**src/rtl/lsq_overlap_detect.sv**
```systemverilog
`timescale 1ns/1ps
module lsq_overlap_detect #(
  parameter int N_ENT  = 4,
  parameter int UPW    = 8,
  parameter int OFSW   = 4,
  parameter int LENW   = 4,
  parameter int MAXLEN = 8
) (
  input  logic                            clk,
  input  logic                            rst_n,
  input  logic [N_ENT-1:0][UPW+OFSW-1:0]  addr_i,
  input  logic [N_ENT-1:0][LENW-1:0]      len_i,
  input  logic [N_ENT-1:0]                lat_en_i,
  input  logic [N_ENT-1:0]                rel_i,
  output logic [N_ENT-1:0][N_ENT-1:0]     free_pair_o,
  output logic [N_ENT-1:0]                free_o
);
  localparam int AW  = UPW + OFSW;
  localparam int WIN = 1 << OFSW;
  localparam int MW  = MAXLEN + WIN;

  logic [N_ENT-1:0]           vld;
  logic [N_ENT-1:0][AW-1:0]   addr_q;
  logic [N_ENT-1:0][LENW-1:0] len_q;
  logic [N_ENT-1:0][MW-1:0]   mask;
  logic [N_ENT-1:0][UPW-1:0]  blk;
  logic [N_ENT-1:0][N_ENT-1:0] clash;

  function automatic logic [MW-1:0] mk_mask(input logic [OFSW-1:0] off,
                                            input logic [LENW-1:0] len);
    logic [LENW-1:0] l;
    l = (len > LENW'(MAXLEN)) ? LENW'(MAXLEN) : len;
    return ((MW'(1) << l) - MW'(1)) << off;
  endfunction

  always_ff @(posedge clk) begin
    if (!rst_n) begin
      vld    <= '0;
      addr_q <= '0;
      len_q  <= '0;
    end else begin
      for (int k = 0; k < N_ENT; k++) begin
        if (lat_en_i[k]) begin
          vld[k]    <= 1'b1;
          addr_q[k] <= addr_i[k];
          len_q[k]  <= len_i[k];
        end else if (rel_i[k]) begin
          vld[k] <= 1'b0;
        end
      end
    end
  end

  for (genvar i = 0; i < N_ENT; i++) begin : g_ent
    assign mask[i] = mk_mask(addr_q[i][OFSW-1:0], len_q[i]);
    assign blk[i]  = addr_q[i][AW-1:OFSW];
  end

  for (genvar i = 0; i < N_ENT; i++) begin : g_row
    for (genvar j = 0; j < N_ENT; j++) begin : g_col
      if (i == j) begin : g_self
        assign clash[i][j] = 1'b0;
      end else begin : g_pair
        logic same, up_ij, up_ji;
        assign same  = (blk[i] == blk[j]) && |(mask[i] & mask[j]);
        assign up_ij = (blk[j] == blk[i] + UPW'(1)) &&
                       |(mask[i][MW-1:WIN] & mask[j][MAXLEN-1:0]);
        assign up_ji = (blk[i] == blk[j] + UPW'(1)) &&
                       |(mask[j][MW-1:WIN] & mask[i][MAXLEN-1:0]);
        assign clash[i][j] = same | up_ij | up_ji;
      end
    end
    assign free_pair_o[i] = vld & ~clash[i];
    assign free_o[i]      = vld[i] & (free_pair_o[i] == vld);
  end
endmodule


```
**config.mk**
```make
export PLATFORM = sky130hd
export DESIGN_NAME = lsq_overlap_detect
export DESIGN_NICKNAME = d
export VERILOG_FILES = /design/src/rtl/lsq_overlap_detect.sv
export SDC_FILE = /design/constraint.sdc
export NUM_CORES = 1
export LEC_CHECK = 0
export BUFFER_PORTS_ARGS = -buffer_cell sky130_fd_sc_hd__buf_2
export CELL_PAD_IN_SITES_DETAIL_PLACEMENT = 1
export CELL_PAD_IN_SITES_GLOBAL_PLACEMENT = 1
export CORE_AREA = 2 2 154 156
export DETAILED_ROUTE_END_ITERATION = 6
export DIE_AREA = 0 0 156 158
export PLACE_DENSITY = 0.88
export SLEW_MARGIN = 15
export SYNTH_ARGS = -nofsm -noshare
export SYNTH_HDL_FRONTEND = slang
export SYNTH_SLANG_ARGS = --single-unit
```
**constraint.sdc**
```tcl
create_clock -name clk -period 6.1 [get_ports clk]
set_input_delay 0.61 -clock clk [delete_from_list [all_inputs] [get_ports clk]]
set_output_delay 0.61 -clock clk [all_outputs]
set_load 0.1 [all_outputs]
```
==> run_results.csv <==
group,metric,value,unit
run_status,status,"complete, but fails checks",
run_status,violations,"DRC",
synthesis,synth.area.top_cells,"dfxtp_1 (12%), mux2i_1 (7.1%), xnor2_1 (5.0%), nor2b_1 (5.0%), nor2_1 (4.1%)",
synthesis,synth-edff-count,0,
timing,drv_slew,0,
route,drcViolationCount,6,
timing,skew,0,ps
synthesis,syn_area,11000,µm²
route,ant_nets,0,
route,vias,13400,
floorplan,io-pin-count,94,
worst_setup_path,critPathBufInv,1,
synthesis,synth_top_area_share,12.3,%
worst_setup_path,cpMostUsedCell,"a2bb2oi_1",
worst_setup_path,crit_path_top_delay_cell,"or3b_2",
global_routing,grt_max_degree,69,
floorplan,start_util,47.9,%
hold_path,hold_class,"in2reg",
cells_and_area,n_fill_cell,2970,
job,max_cap_viol_count,0,
worst_setup_path,path_cells,"or2_2 -> or3b_2 -> ha_1 -> or4b_1 -> nor2_1 -> a2bb2oi_1 -> and2_1 -> a2bb2oi_1 -> o2111ai_1 -> a2111oi_2 -> a211oi_1 -> nand2b_1 -> a221oi_2 -> clkbuf_4",
cells_and_area,nets,1650,
cells_and_area,multiInputGateArea,9020,µm²
placed_design,dpl.cell_count,1847,
floorplan,num_rows,56,
global_routing,gr-total-overflow,0,
worst_setup_path,arrival,5270,ps
worst_setup_path,crit_type,"reg2out",
power,peakVddDrop,0.137,mV
route,drt_iter0_drc,1421,
cells_and_area,area_growth,9.55,%
floorplan,die_w,156,µm
cells_and_area,drive_gt1_share,14.5,%
worst_setup_path,cp_max_fo,22,
timing,period_needed,5880,ps
synthesis,synth.most_common_cell,"nor2_1",
clock_tree,h-tree-depth,3,
cells_and_area,final_core_util,52.4,%
route,totalWireLength,51.4,mm
worst_setup_path,cpPeakStageDelay,470,ps
synthesis,yosys.area.top_type,"dfxtp_1",
power,powerDensity,205,nW/µm²
global_routing,grt_pass1_wl,78.5,mm
worst_setup_path,start_kind,"flop",
route,drt-pass1-iter-count,7,
clock_tree,postCtsSetupBuffers,0,
clock_tree,cts-buffers-inserted,9,
clock_tree,clockRootBuffer,"clkbuf_16",
placed_design,hpwl,39.5,mm
floorplan,core,23100,µm²
clock_tree,clock_latency,350,ps
power,p_leak,4.40,nW
synthesis,yosysWarningCount,0,
clock_tree,cts_tree,"built",
synthesis,synthArstFlopShare,0,%
route,via_per_inst,7.21,
worst_setup_path,cp-end-kind,"output port",
timing,relSlewSlack,21.4,%
timing,setup_viol,0,
timing,worst-slew-pin-transition,1170,ps
clock_tree,cts_buffer_depth,2,
cells_and_area,regArea,1360,µm²
placed_design,gp_congestion,1.08,
worst_setup_path,required,5490,ps
timing,max_clock_freq,170,MHz
timing,rsz0062_at_grt,"no",
synthesis,ys_top_cells_by_count,"nor2_1 (121), nand2_1 (114), clkbuf_1 (93)",
synthesis,yosysUniqueCellTypes,108,
placed_design,port_buffers,93,
synthesis,synth_ff_type,"dfxtp_1",
synthesis,synth-seq-cells,68,
synthesis,synth.avg_cell_area,7.12,µm²
synthesis,ys_seq_area_share,12.3,%
global_routing,grt_pass1_vias,13200,
timing,period_share,96.3,%
timing,hold_viol_final,0,
cells_and_area,diodes,0,
route,avgRoutedWirePerCell,27.6,µm
cells_and_area,final_cells,1862,
synthesis,postSynthCellCount,1549,
global_routing,antenna_found_initial,0,
synthesis,synth_nets,1631,
clock_tree,clock-sinks,68,
worst_setup_path,path_delay_family,"simple AND/OR/NAND/NOR gates",
floorplan,dieArea,24600,µm²
global_routing,grt_usage,41.1,%
clock_tree,cts_hold_buf,0,
floorplan,die_y,158,µm
clock_tree,clk_pin_slew,70,ps
path summary, 6_finish.rpt:
check / start / to / slack [ps] / cells after the start
setup / recovery: len_q[13]$_SDFFE_PN0P_ / free_o[3] / 220 / 14
hold reg to reg: addr_q[4]$_SDFFE_PN0P_ / addr_q[4]$_SDFFE_PN0P_ / 650 / 2
hold / removal: addr_i[41] / addr_q[41]$_SDFFE_PN0P_ / 510 / 3
setup reg to reg: addr_q[0]$_SDFFE_PN0P_ / addr_q[0]$_SDFFE_PN0P_ / 4480 / 2
layout make-up:
class	instances	area share [%]
Multi-Input combinational cell	1313	74.6
Sequential cell	68	11.3
Timing Repair Buffer	145	7.14
Tap cell	290	3.00
Clock buffer	9	1.86
Clock inverter	6	1.14
Inverter	31	0.963
worst min-delay path, delay by kind of cell:
family        cells  cell delay (ps)
mux               1               60
simple gates      1               90
buf+inv           1               70
cell families (layout without fill, tap and decap cells):
kind of cell,count (synthesis),after routing,share of synthesized area [%]
xor+xnor,113,113,8.97
fa+ha+maj,9,9,0.998
compound gates,489,489,33.4
simple gates,622,622,30.8
buf+inv,168,191,6.25
flops,68,68,12.3
mux,80,80,7.28
layout by cell type, fill, tap and decap left out, types with 22 or more instances in the layout:
| cell | n |
|---|---|
| dfxtp_1 | 68 |
| nand3_1 | 45 |
| a211oi_1 | 25 |
| nor2b_1 | 88 |
| and2_1 | 24 |
| nor2_1 | 121 |
| buf_4 | 52 |
| nand2_1 | 114 |
| a21oi_1 | 80 |
| o22ai_1 | 30 |
| a31oi_1 | 29 |
| mux2i_1 | 78 |
| nor3_1 | 66 |
| xor2_1 | 50 |
| a22oi_1 | 22 |
| o21ai_0 | 48 |
| buf_2 | 90 |
| xnor2_1 | 63 |
| nand2b_1 | 22 |
| inv_1 | 26 |
registers in the layout (all words and copies together), names as in the netlist:
signal	count
len_q	16
addr_q	48
vld	4
repair_timing:
| action | CTS | global route |
|---|---|---|
| resized for setup | 0 | 9 |
| hold endpoints to repair | 0 | 0 |
| setup endpoints to repair | 0 | 6 |
per-layer routing:
layer	share of wire, %	GRT usage, %
met1	40	51.0
met2	47	69.7
met3	8.1	6.71
met4	5.1	19.0
met5	0	0
power breakdown:
part	total [mW]	switching, mW	leakage (nW)	internal [mW]
clock	0.679	0.239	0.176	0.441
combinational	1.23	0.811	3.66	0.421
sequential	0.570	0.0994	0.562	0.471
stage by stage:
step	hold slack [ps]	setup slack [ps]	power (mW)	setup TNS (ps)	area, µm²
after floorplan	554	-532	1.37	-1060	11000
after global placement	625	658	1.73	0	11700
after detailed placement	637	498	1.75	0	11700
after CTS	512	116	2.43	0	12000
after global routing	531	15.4	2.56	0	12100
final	507	223	2.48	0	12100
Note: power is estimated with default switching activity, not from simulation.
